==> config.mk <==
export PLATFORM = sky130hd
export DESIGN_NAME = casc_irq_ctrl
export DESIGN_NICKNAME = d
export VERILOG_FILES = /design/src/rtl/casc_irq_pkg.sv /design/src/rtl/casc_cfg_regs.sv /design/src/rtl/casc_prio_resolve.sv /design/src/rtl/casc_ack_fsm.sv /design/src/rtl/casc_irq_ctrl.sv
export SDC_FILE = /design/constraint.sdc
export NUM_CORES = 1
export LEC_CHECK = 0
export ABC_AREA = 1
export CELL_PAD_IN_SITES_DETAIL_PLACEMENT = 0
export CELL_PAD_IN_SITES_GLOBAL_PLACEMENT = 1
export CORE_UTILIZATION = 49
export CTS_CLUSTER_SIZE = 8
export DETAILED_ROUTE_END_ITERATION = 10
export DONT_BUFFER_PORTS = 1
export PLACE_DENSITY_LB_ADDON = 0.1
export SYNTH_ARGS = -nofsm -noshare
export SYNTH_HDL_FRONTEND = slang
export SYNTH_HIERARCHICAL = 1
export SYNTH_SLANG_ARGS = --single-unit
==> constraint.sdc <==
create_clock -name clk -period 6.9 [get_ports clk]
set_input_delay 0 -clock clk [delete_from_list [all_inputs] [get_ports clk]]
set_output_delay 0 -clock clk [all_outputs]
set_load 0.005 [all_outputs]
==> src/rtl/casc_irq_pkg.sv <==
package casc_irq_pkg;

    localparam logic [7:0] CALL_OPCODE = 8'hCD;

    typedef enum logic [2:0] {
        ACK_IDLE,
        ACK_P1,
        ACK_G1,
        ACK_P2,
        ACK_G2,
        ACK_P3
    } ack_state_t;

    typedef enum logic [2:0] {
        REG_MASK  = 3'd0,
        REG_CASC  = 3'd1,
        REG_BASEL = 3'd2,
        REG_BASEH = 3'd3,
        REG_EOI   = 3'd4
    } reg_addr_t;

endpackage

==> src/rtl/casc_cfg_regs.sv <==
module casc_cfg_regs
    import casc_irq_pkg::*;
#(
    parameter int N_IRQ  = 8,
    parameter int DATA_W = 8
) (
    input  logic                clk,
    input  logic                rst_n,
    input  logic                wr_en,
    input  logic [2:0]          wr_addr,
    input  logic [DATA_W-1:0]   wr_data,
    output logic [N_IRQ-1:0]    mask_q,
    output logic [N_IRQ-1:0]    casc_q,
    output logic [2*DATA_W-1:0] base_q,
    output logic                eoi_stb
);

    always_ff @(posedge clk or negedge rst_n) begin
        if (!rst_n) begin
            mask_q <= '0;
            casc_q <= '0;
            base_q <= '0;
        end else if (wr_en) begin
            case (wr_addr)
                REG_MASK:  mask_q <= wr_data[N_IRQ-1:0];
                REG_CASC:  casc_q <= wr_data[N_IRQ-1:0];
                REG_BASEL: base_q[DATA_W-1:0] <= wr_data;
                REG_BASEH: base_q[2*DATA_W-1:DATA_W] <= wr_data;
                default: ;
            endcase
        end
    end

    assign eoi_stb = wr_en && (wr_addr == REG_EOI);

endmodule

==> src/rtl/casc_prio_resolve.sv <==
module casc_prio_resolve #(
    parameter int N_IRQ = 8,
    localparam int IW   = $clog2(N_IRQ)
) (
    input  logic [N_IRQ-1:0] req,
    input  logic [N_IRQ-1:0] mask,
    input  logic [N_IRQ-1:0] isr,
    output logic             raise,
    output logic [IW-1:0]    win_idx,
    output logic             isr_any,
    output logic [IW-1:0]    isr_top
);

    logic [N_IRQ-1:0] pend;
    logic             pend_any;

    assign pend = req & ~mask;

    always_comb begin
        win_idx  = IW'(N_IRQ - 1);
        pend_any = 1'b0;
        isr_top  = IW'(N_IRQ - 1);
        isr_any  = 1'b0;
        for (int i = N_IRQ - 1; i >= 0; i--) begin
            if (pend[i]) begin
                win_idx  = IW'(i);
                pend_any = 1'b1;
            end
            if (isr[i]) begin
                isr_top = IW'(i);
                isr_any = 1'b1;
            end
        end
        raise = pend_any && (!isr_any || (win_idx < isr_top));
    end

endmodule

==> src/rtl/casc_ack_fsm.sv <==
module casc_ack_fsm
    import casc_irq_pkg::*;
(
    input  logic       clk,
    input  logic       rst_n,
    input  logic       ack_i,
    output ack_state_t state,
    output logic       enter_p1,
    output logic       leave_p1
);

    ack_state_t nxt;

    always_ff @(posedge clk or negedge rst_n) begin
        if (!rst_n) state <= ACK_IDLE;
        else        state <= nxt;
    end

    always_comb begin
        nxt = state;
        unique case (state)
            ACK_IDLE: if (ack_i)  nxt = ACK_P1;
            ACK_P1:   if (!ack_i) nxt = ACK_G1;
            ACK_G1:   if (ack_i)  nxt = ACK_P2;
            ACK_P2:   if (!ack_i) nxt = ACK_G2;
            ACK_G2:   if (ack_i)  nxt = ACK_P3;
            ACK_P3:   if (!ack_i) nxt = ACK_IDLE;
            default:              nxt = ACK_IDLE;
        endcase
    end

    assign enter_p1 = (state == ACK_IDLE) && ack_i;
    assign leave_p1 = (state == ACK_P1) && !ack_i;


    p3_returns_idle_chk: assert property (@(posedge clk) disable iff (!rst_n)
        (state == ACK_P3 && !ack_i) |=> (state == ACK_IDLE));


    p1_follows_idle_chk: assert property (@(posedge clk) disable iff (!rst_n)
        $rose(state == ACK_P1) |-> $past(state == ACK_IDLE));

endmodule

==> src/rtl/casc_irq_ctrl.sv <==
module casc_irq_ctrl
    import casc_irq_pkg::*;
#(
    parameter int N_IRQ     = 8,
    parameter int DATA_W    = 8,
    parameter int VEC_SHIFT = 2,
    localparam int IW       = $clog2(N_IRQ),
    localparam int VEC_W    = 2 * DATA_W
) (
    input  logic              clk,
    input  logic              rst_n,
    input  logic              master_mode,
    input  logic [N_IRQ-1:0]  irq_i,
    output logic              int_o,
    input  logic              ack_i,
    input  logic [IW-1:0]     cas_i,
    output logic [IW-1:0]     cas_o,
    output logic              cas_oe,
    output logic [DATA_W-1:0] data_o,
    output logic              data_oe,
    input  logic              wr_en,
    input  logic [2:0]        wr_addr,
    input  logic [DATA_W-1:0] wr_data
);

    logic [N_IRQ-1:0] mask_q, casc_q, isr_q;
    logic [VEC_W-1:0] base_q, vec_addr;
    logic             eoi_stb, raise, isr_any;
    logic [IW-1:0]    win_idx, isr_top;
    ack_state_t       state;
    logic             enter_p1, leave_p1;
    logic [IW-1:0]    win_q;
    logic             win_valid_q, via_slave_q, sel_q;
    logic             isr_set;
    logic [IW-1:0]    isr_set_idx;

    casc_cfg_regs #(.N_IRQ(N_IRQ), .DATA_W(DATA_W)) u_cfg (
        .clk(clk), .rst_n(rst_n), .wr_en(wr_en), .wr_addr(wr_addr),
        .wr_data(wr_data), .mask_q(mask_q), .casc_q(casc_q),
        .base_q(base_q), .eoi_stb(eoi_stb)
    );

    casc_prio_resolve #(.N_IRQ(N_IRQ)) u_prio (
        .req(irq_i), .mask(mask_q), .isr(isr_q), .raise(raise),
        .win_idx(win_idx), .isr_any(isr_any), .isr_top(isr_top)
    );

    casc_ack_fsm u_fsm (
        .clk(clk), .rst_n(rst_n), .ack_i(ack_i), .state(state),
        .enter_p1(enter_p1), .leave_p1(leave_p1)
    );

    always_ff @(posedge clk or negedge rst_n) begin
        if (!rst_n) int_o <= 1'b0;
        else        int_o <= raise;
    end

    // Winner capture on the first pulse; slave selection at its end.
    always_ff @(posedge clk or negedge rst_n) begin
        if (!rst_n) begin
            win_q       <= '0;
            win_valid_q <= 1'b0;
            via_slave_q <= 1'b0;
            sel_q       <= 1'b0;
        end else begin
            if (enter_p1) begin
                win_q       <= raise ? win_idx : IW'(N_IRQ - 1);
                win_valid_q <= raise;
                via_slave_q <= master_mode && raise && casc_q[win_idx];
                sel_q       <= 1'b0;
            end else if (leave_p1) begin
                sel_q <= !master_mode && (cas_i == casc_q[IW-1:0]);
            end else if (state == ACK_IDLE) begin
                sel_q       <= 1'b0;
                via_slave_q <= 1'b0;
            end
        end
    end

    always_comb begin
        if (master_mode) begin
            isr_set     = enter_p1 && raise;
            isr_set_idx = win_idx;
        end else begin
            isr_set     = leave_p1 && win_valid_q && (cas_i == casc_q[IW-1:0]);
            isr_set_idx = win_q;
        end
    end

    for (genvar g = 0; g < N_IRQ; g++) begin : g_isr
        always_ff @(posedge clk or negedge rst_n) begin
            if (!rst_n)
                isr_q[g] <= 1'b0;
            else if (isr_set && isr_set_idx == IW'(g))
                isr_q[g] <= 1'b1;
            else if (eoi_stb && isr_any && isr_top == IW'(g))
                isr_q[g] <= 1'b0;
        end
    end

    assign vec_addr = base_q + (VEC_W'(win_q) << VEC_SHIFT);

    always_comb begin
        data_o  = '0;
        data_oe = 1'b0;
        cas_o   = '0;
        cas_oe  = 1'b0;
        unique case (state)
            ACK_P1: begin
                if (master_mode) begin
                    data_oe = 1'b1;
                    data_o  = CALL_OPCODE;
                end
            end
            ACK_P2: begin
                data_oe = master_mode ? !via_slave_q : sel_q;
                data_o  = vec_addr[DATA_W-1:0];
            end
            ACK_P3: begin
                data_oe = master_mode ? !via_slave_q : sel_q;
                data_o  = vec_addr[VEC_W-1:DATA_W];
            end
            ACK_IDLE, ACK_G1, ACK_G2: ;
            default: ;
        endcase
        if (master_mode && via_slave_q && state != ACK_IDLE) begin
            cas_oe = 1'b1;
            cas_o  = win_q;
        end
    end


    reset_quiet_chk: assert property (@(posedge clk)
        !rst_n |=> (!int_o && !data_oe && !cas_oe));


    slave_p1_quiet_chk: assert property (@(posedge clk) disable iff (!rst_n)
        (!master_mode && state == ACK_P1) |-> !data_oe);


    master_p1_call_chk: assert property (@(posedge clk) disable iff (!rst_n)
        (master_mode && state == ACK_P1) |-> (data_oe && data_o == CALL_OPCODE));


    slave_cas_off_chk: assert property (@(posedge clk) disable iff (!rst_n)
        !master_mode |-> !cas_oe);


    idle_bus_off_chk: assert property (@(posedge clk) disable iff (!rst_n)
        (state == ACK_IDLE || state == ACK_G1 || state == ACK_G2) |-> !data_oe);


    eoi_one_bit_chk: assert property (@(posedge clk) disable iff (!rst_n)
        (eoi_stb && isr_any && !isr_set) |=>
            ($countones(isr_q) == $countones($past(isr_q)) - 1));


    int_rise_cause_chk: assert property (@(posedge clk) disable iff (!rst_n)
        $rose(int_o) |-> $past(raise));

endmodule

-- Word-level counts from Yosys, hierarchy flattened
Cells that the tools add are included.
- register bits after elaboration: 50
- bits in latches: 0
- memory bits (writable): 0
- bits in read-only memories: 0
- bits of input ports: 27
- output and inout bits: 14
- word-level logic and storage cells: 180
- memories kept: 0
- add/sub/neg operators: 1
- multiply operators: 0
- divide/modulo/power cells: 0
- order comparisons: 2
- equal/unequal tests: 31
- shifts and indexed selects: 0
- muxes and demuxes: 70
- bitwise gates (word level): 2
- reductions and logical operators: 56
- operators by type and width (cell ; count):
    2-to-1 mux 3 bit ; 17
    2-to-1 mux 1 bit ; 44
    equality test 3 bit, second input constant ; 11
    logical AND 1 bit ; 29
    equality test 3 x 2 -> 1 bit, second input constant ; 8
    one-hot mux 8 bit (3 select lines) ; 1
    one-hot mux 3 bit (6 select lines) ; 1
    nonzero test 2 bit ; 9
    adder 16 x 5 -> 16 bit ; 1
    inequality test 2 bit, second input constant ; 7
    equality test 3 x 1 -> 1 bit, second input constant ; 4
    logical NOT 3 bit ; 4
    AND reduction 2 bit ; 5
    bitwise AND 8 bit ; 1
    2-to-1 mux 2 bit ; 4
    2-to-1 mux 8 bit ; 1
    NOT 8 bit ; 1
    AND reduction 6 bit ; 1
    nonzero test 3 bit ; 2
    logical NOT 1 bit ; 4
    less-than comparator 3 x 4 -> 1 bit, second input constant ; 1
    binary-select mux 1 bit (select 3 bit) ; 1
    equality test 3 bit ; 1
    less-than comparator 3 bit ; 1
    3 further kinds ; 3

-- Depth between registers and ports, before layout
Gate-level depths: netlist of run 1.
- word-level depth: 16
- mapped depth: 18
- depth with buffers taken out: 18

-- Cells and area by module
The synthesis of run 1 kept the hierarchy.
- modules (own cells, without submodules) (module ; times used ; cells an instance ; area an instance (sq um) ; seq. area each (sq um)):
    casc_irq_ctrl ; 1 ; 232 ; 1411.4 ; 375.4
    casc_cfg_regs ; 1 ; 148 ; 1347.5 ; 800.8
    casc_prio_resolve ; 1 ; 56 ; 259.0 ; 0.0
    casc_ack_fsm ; 1 ; 18 ; 148.9 ; 75.1

-- Worst setup path after synthesis of run 1
Ideal clock, no wire load.
- kind: reg2reg
- from: reg isr_q[4]
- to: reg isr_q[4]
- setup time: 0.067 ns
- arrival time: 2.120 ns
- data required time: 6.833 ns
- slack: 4.714 ns
- cell stages (with the launch flop): 17
- buffers on the path: 0
- period minus slack after synthesis: 2.186 ns
- path through: dfrtp_1 -> nor2_1 -> nor2_1 -> nor3_1 -> inv_1 -> ha_1 -> nand2_1 -> inv_2 -> nand2_1 -> nand2_1 -> a21oi_2 -> nand2_1 -> nor2_1 -> inv_2 -> nand2_2 -> nand2_1 -> nand2_1
- longest elaborated chain between the ends: 12
- elaborated cells between the ends (all ways): 22
- those cells by class: order compare (1); eq/ne (1); mux (12); reduce/logical (8)
- ends and longest elaborated chain (element ; line ; RTL):
    start, declared ; casc_irq_ctrl.sv:26 ; logic [N_IRQ-1:0] mask_q, casc_q, isr_q;
    start signal, assigned by index ; casc_irq_ctrl.sv:93 ; isr_q[g] <= 1'b0;
    start signal, assigned by index ; casc_irq_ctrl.sv:95 ; isr_q[g] <= 1'b1;
    start signal, assigned by index ; casc_irq_ctrl.sv:97 ; isr_q[g] <= 1'b0;
    2-to-1 mux 2 bit (*) ; casc_prio_resolve.sv:29 ; if (isr[i]) begin
    2-to-1 mux 3 bit (*) (4 in series) ; casc_prio_resolve.sv:29 ;
    via isr_top[1] ; casc_irq_ctrl.sv:29 ; logic [IW-1:0] win_idx, isr_top;
    less-than comparator 3 bit (*) ; casc_prio_resolve.sv:34 ; raise = pend_any && (!isr_any || (win_idx < isr_top));
    logical OR 1 bit (*) ; casc_prio_resolve.sv:34 ;
    logical AND 1 bit (*) ; casc_prio_resolve.sv:34 ;
    via raise ; casc_irq_ctrl.sv:28 ; logic eoi_stb, raise, isr_any;
    logical AND 1 bit (*) ; casc_irq_ctrl.sv:82 ; isr_set = enter_p1 && raise;
    2-to-1 mux 1 bit (*) ; casc_irq_ctrl.sv:81 ; if (master_mode) begin
    logical AND 1 bit (*) ; casc_irq_ctrl.sv:94 ; else if (isr_set && isr_set_idx == IW'(g))
    2-to-1 mux 1 bit / nonzero test 2 bit (equally long branches) ; n/a ;
The timed path passes the listed nets; every way through them passes the cells marked *.
A chain may end at the register's enable or synchronous reset.

-- Worst setup path after layout of run 1
- from: reg isr_q[4]
- to: reg isr_q[6]
Same word-level chain as after synthesis.

==> metrics.md, run 1 <==
| Metric | Value |
|---|---|
| Status | finished, final reports clean |
| Drt wl/cell | 13.7 um |
| Vias | about 3000 |
| Synth warnings | 6 |
| # DRC | 0 |
| Internal | slightly above 0.6 mW |
| Final setup fails | 0 |
| Arr. time, crit path | 2.81 ns |
| Starting Density | 0.523 |
| Largest cells by area after synthesis | dfrtp_1 40%, nand2_1 21%, nand3_1 7.7% |
| #FFs+latches synth | 50 |
| Placed Area | 0.00323 mm2 |
| Netlist Area Pre-Place | 0.00317 mm2 |
| Fin area | 0.00358 mm2 |
| Critical path data required time | 7.16 ns |
| Most frequent cells in the layout | 174 x nand2_1, 50 x dfrtp_1, 49 x nand3_1 |
| Initial antenna violation count | 0 |
| GP Congestion | 0.789 |
| MaxCap Viol Count | 0 |
| Final net count | 515 |
| Register area | 0.00125 mm2 |
| FP Rows | 28 |
| Crit path cell chain | nor2_1, nor2_1, nor3_1, inv_1, ha_1, nand2_1, inv_2, nand2_1, nand2_1, a21oi_2, nand2_1, nor2_1, inv_2, nand2_2, nand2_1, nand2_1 |
| Area share of the largest cell type after synthesis | 0.395 |
| Root Buffer | clkbuf_8 |
| CP max stage cell | nor3_1 |
| Number of H-tree levels | 2 |
| Multi-input gate area | 0.00167 mm2 |
| Core Area | ~0.006 mm2 |
| Drt pass-1 iters | 4 |
| Non-filler cells, final | 558 |
| Clock network fraction of total power | 0.169 |
| Longest Clk Path Bufs | 2 |
| Logic pwr share | 0.410 |
| Final min period | 2.56 ns |
| Critical path type | flip-flop to flip-flop |
| Vias per cell | 5.34 |
| Switching share of power | 0.439 |
| Worst Setup End Kind | flip-flop |
| Most common cell after layout, fill and taps aside | nand2_1 |
| Syn_nets | 487 |
| Largest net degree at the start of global routing | 51 |
| Static Leak | 1.87 nW |
| Sum of negative setup slack | 0 ns |
| Synth async-reset ratio | 1.00 |
| Post-CTS Resized | 0 |
| CP startpoint kind | flip-flop |
| Yosys top cell by area | dfrtp_1 |
| Syn-to-layout area delta | 13.0% |
| RSZ-0062 raised after global routing | no |
| FILL cells | 592 |
| Fin. Hold Viols | 0 |
| Pins Over Slew Limit | 0 |
| Die X | roughly 82 um |
| Post-Place Cells | 526 |
| Antenna cells | 0 |
| CP max FO | 8 |
| TritonCTS Buffers | 5 |
| Total GRT Usage | 0.252 |
| Hold Slack | 0.00998 ns |
| Clk_skew | 0.0106 ns |
| Clock-pin transition on the worst setup and hold timing paths | 0.10 ns |
| Post-detail-place hpwl | 5610 um |
| Post-Synthesis Cells | 454 |
| Worst min path class | input pin to flip-flop |
| Total wire length | 7640 um |
| Tightest Pin Transition | 0.695 ns |
| Period utilisation layout | 0.370 |
| Antenna-violating nets left | 0 |
| Util after Layout | 0.591 |
| Post-synth EDFFs | 0 |
| Syn avg cell area | 6.98 um2 |
| CP max stage delay | 0.54 ns |
| First-pass GRT wire length | 12700 um |
| Vias in the first global route | 2727 |
| Later-pin clock latency in the skew report | 0.32 ns |
| Pwr Density | 302 mW/mm2 |
| Die H | 82.4 um |
| Distinct cells, synth | 32 |
| Most common cell on crit path | nand2_1 |
| Main synth FF type | dfrtp_1 |
| I/O Buffers | 0 |
| Initial DRC count | 164 |
| P_sw | 0.474 mW |
| Die ar. | between 0.006 and 0.007 mm2 |
| Clk sinks | 50 |
| Ports | 41 |
| Flop pwr share | 0.422 |
| Postcts setup bufs | 0 |
| Slew HR | 0.533 |
| Share of cells above drive strength 1 | 0.0994 |
| CTS tree | built |
| Fmax | about 400 MHz |
| Global route total overflow | 0 |
| VDD IR-drop max | between 0.15 and 0.2 mV |
| Seq/Total Area, Yosys | 0.395 |
[synth_stat cells (3+ instances only)]
master	count
o21bai_1	4
o31ai_1	4
nand4_1	5
nand2_2	4
inv_2	15
o21ai_1	5
nor2_1	43
dfrtp_1	50
nand2_1	174
a21oi_1	8
buf_6	3
nand3_1	49
nor2_4	4
ha_1	5
a22oi_1	3
nand2_4	3
o211ai_1	4
inv_1	42
o21ai_0	8
nor2_2	5
[power groups by stage]
stage / Combinational [mW] / Sequential (mW) / Clock, mW
after floorplan: 0.345 / 0.436 / 0
after global placement: 0.416 / 0.458 / 0
after detailed placement: 0.418 / 0.461 / 0
after CTS: 0.441 / 0.455 / 0.187
after global routing: 0.515 / 0.468 / 0.197
final: 0.443 / 0.456 / 0.182
[cells by family after synthesis]
kind of cell / synth area share
XOR/XNOR: 0.00277
flip-flops: 0.395
AND/OR/NAND/NOR: 0.411
AO/OA/AOI/OAI: 0.0869
adder cells (fa/ha/maj): 0.0261
buffers and inverters: 0.0782
[state kept, by name (all words and copies together) (netlist names), 3 cells and up]
name / cells
u_fsm/state: 3
win_q: 3
u_cfg/mask_q: 8
u_cfg/base_q: 16
isr_q: 8
u_cfg/casc_q: 8
[worst max-delay path: cells and delay by family (launching register included)]
family / cells / cell delay, ns
compound gates: 1 / 0.15
fa+ha+maj: 1 / 0.29
buf+inv: 3 / 0.18
flops: 1 / 0.41
simple gates: 11 / 1.46
[layout make-up]
cell class,count,share of cell area
multi-input combinational,344,0.466
tap,75,0.0262
clock inverter,3,0.00734
inverter,57,0.0598
timing repair buffer,24,0.0720
sequential,50,0.350
clock buffer,5,0.0192
[metrics by stage]
stage | power, mW | worst slack, ns
final | 1.08 | 4.34
after global routing | 1.18 | 4.00
after CTS | 1.08 | 4.39
after detailed placement | 0.879 | 4.41
after global placement | 0.873 | 4.45
after floorplan | 0.781 | 4.71
[routing by layer]
metal | track usage | vias to the layer above | part of all wire
met5 | 0 | - | 0
met4 | 0.0702 | 0 | 0.016
met3 | 0.0538 | 13 | 0.053
met2 | 0.406 | 64 | 0.46
met1 | 0.341 | 1393 | 0.47
li1 | - | 1508 | -
[worst paths after layout]
path	from	endpoint	slack [ns]	depth (start not counted)
worst min-delay path	wr_en	u_cfg/mask_q[6]	0.01	4
max in group asynchronous	rst_n	u_cfg/base_q[2]	6.48	2
worst min register to register	u_cfg/casc_q[5]	u_cfg/casc_q[5]	0.48	2
min in group asynchronous	rst_n	win_valid_q	0.21	2
worst max-delay path	isr_q[4]	isr_q[6]	4.34	16
worst max register to register	isr_q[4]	isr_q[6]	4.34	16
[what timing repair did]
item | in CTS | in global routing
hold buffers | 24 | 0
endpoints found under the hold margin | 86 | 0
endpoints found under the setup margin | 0 | 0
(Power assumes the default switching activity.)
==> run 2, diff against run 1 <==
--- a/config.mk
+++ b/config.mk
@@ -8,7 +8,7 @@
 export ABC_AREA = 1
 export CELL_PAD_IN_SITES_DETAIL_PLACEMENT = 0
 export CELL_PAD_IN_SITES_GLOBAL_PLACEMENT = 1
-export CORE_UTILIZATION = 49
+export CORE_UTILIZATION = 41
 export CTS_CLUSTER_SIZE = 8
 export DETAILED_ROUTE_END_ITERATION = 10
 export DONT_BUFFER_PORTS = 1
==> constraint.sdc (replaced) <==
create_clock -name clk -period 2.1 [get_ports clk]
set_input_delay 0 -clock clk [delete_from_list [all_inputs] [get_ports clk]]
set_output_delay 0 -clock clk [all_outputs]
set_load 0.005 [all_outputs]
==> metrics.md, run 2 (synthesis results as in run 1) <==
| Metric | Value |
|---|---|
| Status | finished, final reports clean |
| VDD IR-drop max | 0.436 mV |
| First-pass GRT wire length | about 14000 um |
| Slew HR | 0.700 |
| Critical path type | flip-flop to flip-flop |
| FP Rows | 31 |
| Global route total overflow | 0 |
| Pwr Density | 1020 mW/mm2 |
| Drt wl/cell | 13.7 um |
| Fin area | 0.00381 mm2 |
| Static Leak | 1.94 nW |
| Sum of negative setup slack | 0 ns |
| Critical path's top delay family | simple AND/OR/NAND/NOR gates |
| CP startpoint kind | flip-flop |
| RSZ-0062 raised after global routing | yes |
| Arr. time, crit path | ~2.3 ns |
| FILL cells | 761 |
| Number of H-tree levels | 2 |
| Antenna cells | 0 |
| Most frequent cells in the layout | 168 x nand2_1, 50 x dfrtp_1, 48 x nand3_1 |
| CTS tree | built |
| CP max stage delay | 0.40 ns |
| Final net count | 528 |
| TritonCTS Buffers | 5 |
| Die ar. | 0.00808 mm2 |
| Vias | 2983 |
| Tightest Pin Transition | 0.450 ns |
| Util after Layout | 0.516 |
| Root Buffer | clkbuf_8 |
| R2R setup slack | 0.04 ns |
| Biggest register | u_cfg/base_q |
| Die H | 89.9 um |
| Later-pin clock latency in the skew report | 0.30 ns |
| Antenna-violating nets left | 0 |
| Core Area | 0.00737 mm2 |
| Period utilisation layout | 0.979 |
| Fin. Hold Viols | 0 |
| Total wire length | 8180 um |
| Initial antenna violation count | 0 |
| Crit path cell chain | nor2_2, nor2_2, nor3_2, inv_1, ha_4, nand2_2, inv_2, nand2_1, nand2_1, a21oi_2, nand2_2, nor2_4, inv_2, nand2_4, nand2_2, nand2_1 |
| MaxCap Viol Count | 0 |
| Clock-pin transition on the worst setup and hold timing paths | around 0.09 ns |
| Worst Setup End Kind | flip-flop |
| Most common cell after layout, fill and taps aside | nand2_1 |
| Total GRT Usage | 0.210 |
| Longest Clk Path Bufs | 2 |
| Worst min path class | input pin to flip-flop |
| Critical path data required time | 2.34 ns |
| GP Congestion | between 0.8 and 0.9 |
| Initial DRC count | 130 |
| Post-detail-place hpwl | 5950 um |
| Largest net degree at the start of global routing | 51 |
| Final min period | 2.06 ns |
| Clk_skew | 0.00467 ns |
| Pins Over Slew Limit | 0 |
| Max FFs per register | 16 |
| Fmax | 486 MHz |
| Die X | 89.9 um |
| Vias per cell | 5.01 |
| I/O Buffers | 0 |
| Final setup fails | 0 |
| CP max FO | 8 |
| Vias in the first global route | about 2800 |
| CP max stage cell | dfrtp_1 |
| Ports | 41 |
| Share of cells above drive strength 1 | 0.157 |
| CP bufs+invs | 3 |
| Starting Density | 0.430 |
| Syn-to-layout area delta | 20.2% |
| # DRC | 0 |
| Clk sinks | 50 |
| Drt pass-1 iters | 4 |
| Placed Area | 0.00334 mm2 |
-- run 2: routing by layer --
layer  global-route usage  vias to the layer above  routed length, um
met5                    0                        -                  0
met4               0.0470                        0                 97
met3               0.0330                        9                245
met2                0.348                       49               3920
met1                0.291                     1398               3920
li1                     -                     1527                  -
-- run 2: stage by stage --
step	cells	power [mW]	setup WS, ns	hold slack, ns
floorplan	454	2.57	0.0820	-0.296
global placement	560	3.05	0.0557	-0.295
detailed placement	560	3.05	-0.0243	-0.294
CTS	593	3.76	0.00385	0.0177
global route	595	4.22	-0.160	0.0479
finish	595	3.87	0.0433	0.0267
-- run 2: worst paths after layout --
check | from | to | cells after the start
max | isr_q[5] | isr_q[3] | 16
min | master_mode | isr_q[6] | 4
max reg2reg | isr_q[5] | isr_q[3] | 16
min reg2reg | u_cfg/mask_q[2] | u_cfg/mask_q[2] | 2
max in group asynchronous | rst_n | int_o | 2
min in group asynchronous | rst_n | u_cfg/base_q[3] | 2
-- run 2: final cells by class --
type / instances / area, um2 / area share
inverters: 57 / 214 / 0.0562
clock inverters: 1 / 8.76 / 0.00230
well taps: 99 / 124 / 0.0325
repair buffers: 37 / 355 / 0.0934
multi-input cells: 344 / 1760 / 0.462
flip-flops and latches: 50 / 1250 / 0.329
clock buffers: 7 / 96.3 / 0.0253
-- run 2: repair_timing --
action,in CTS,in global routing
setup buffers,0,3
pin swaps,0,12
hold endpoints to repair,86,0
setup endpoints to repair,8,13
gates resized for setup,2,17
hold buffers,25,0
-- run 2: report_power, final --
group | total, mW | switching, mW | internal, mW
sequential | 1.49 | 0.255 | 1.23
clock | 0.626 | 0.323 | 0.303
combinational | 1.76 | 1.04 | 0.719
total | 3.87 | 1.62 | 2.25
-- run 2: tightest hold or removal path: stages --
cell and delay (ns):
o21ai_2 0.07, nor2_1 0.11, nand2_1 0.06, nand2_1 0.05
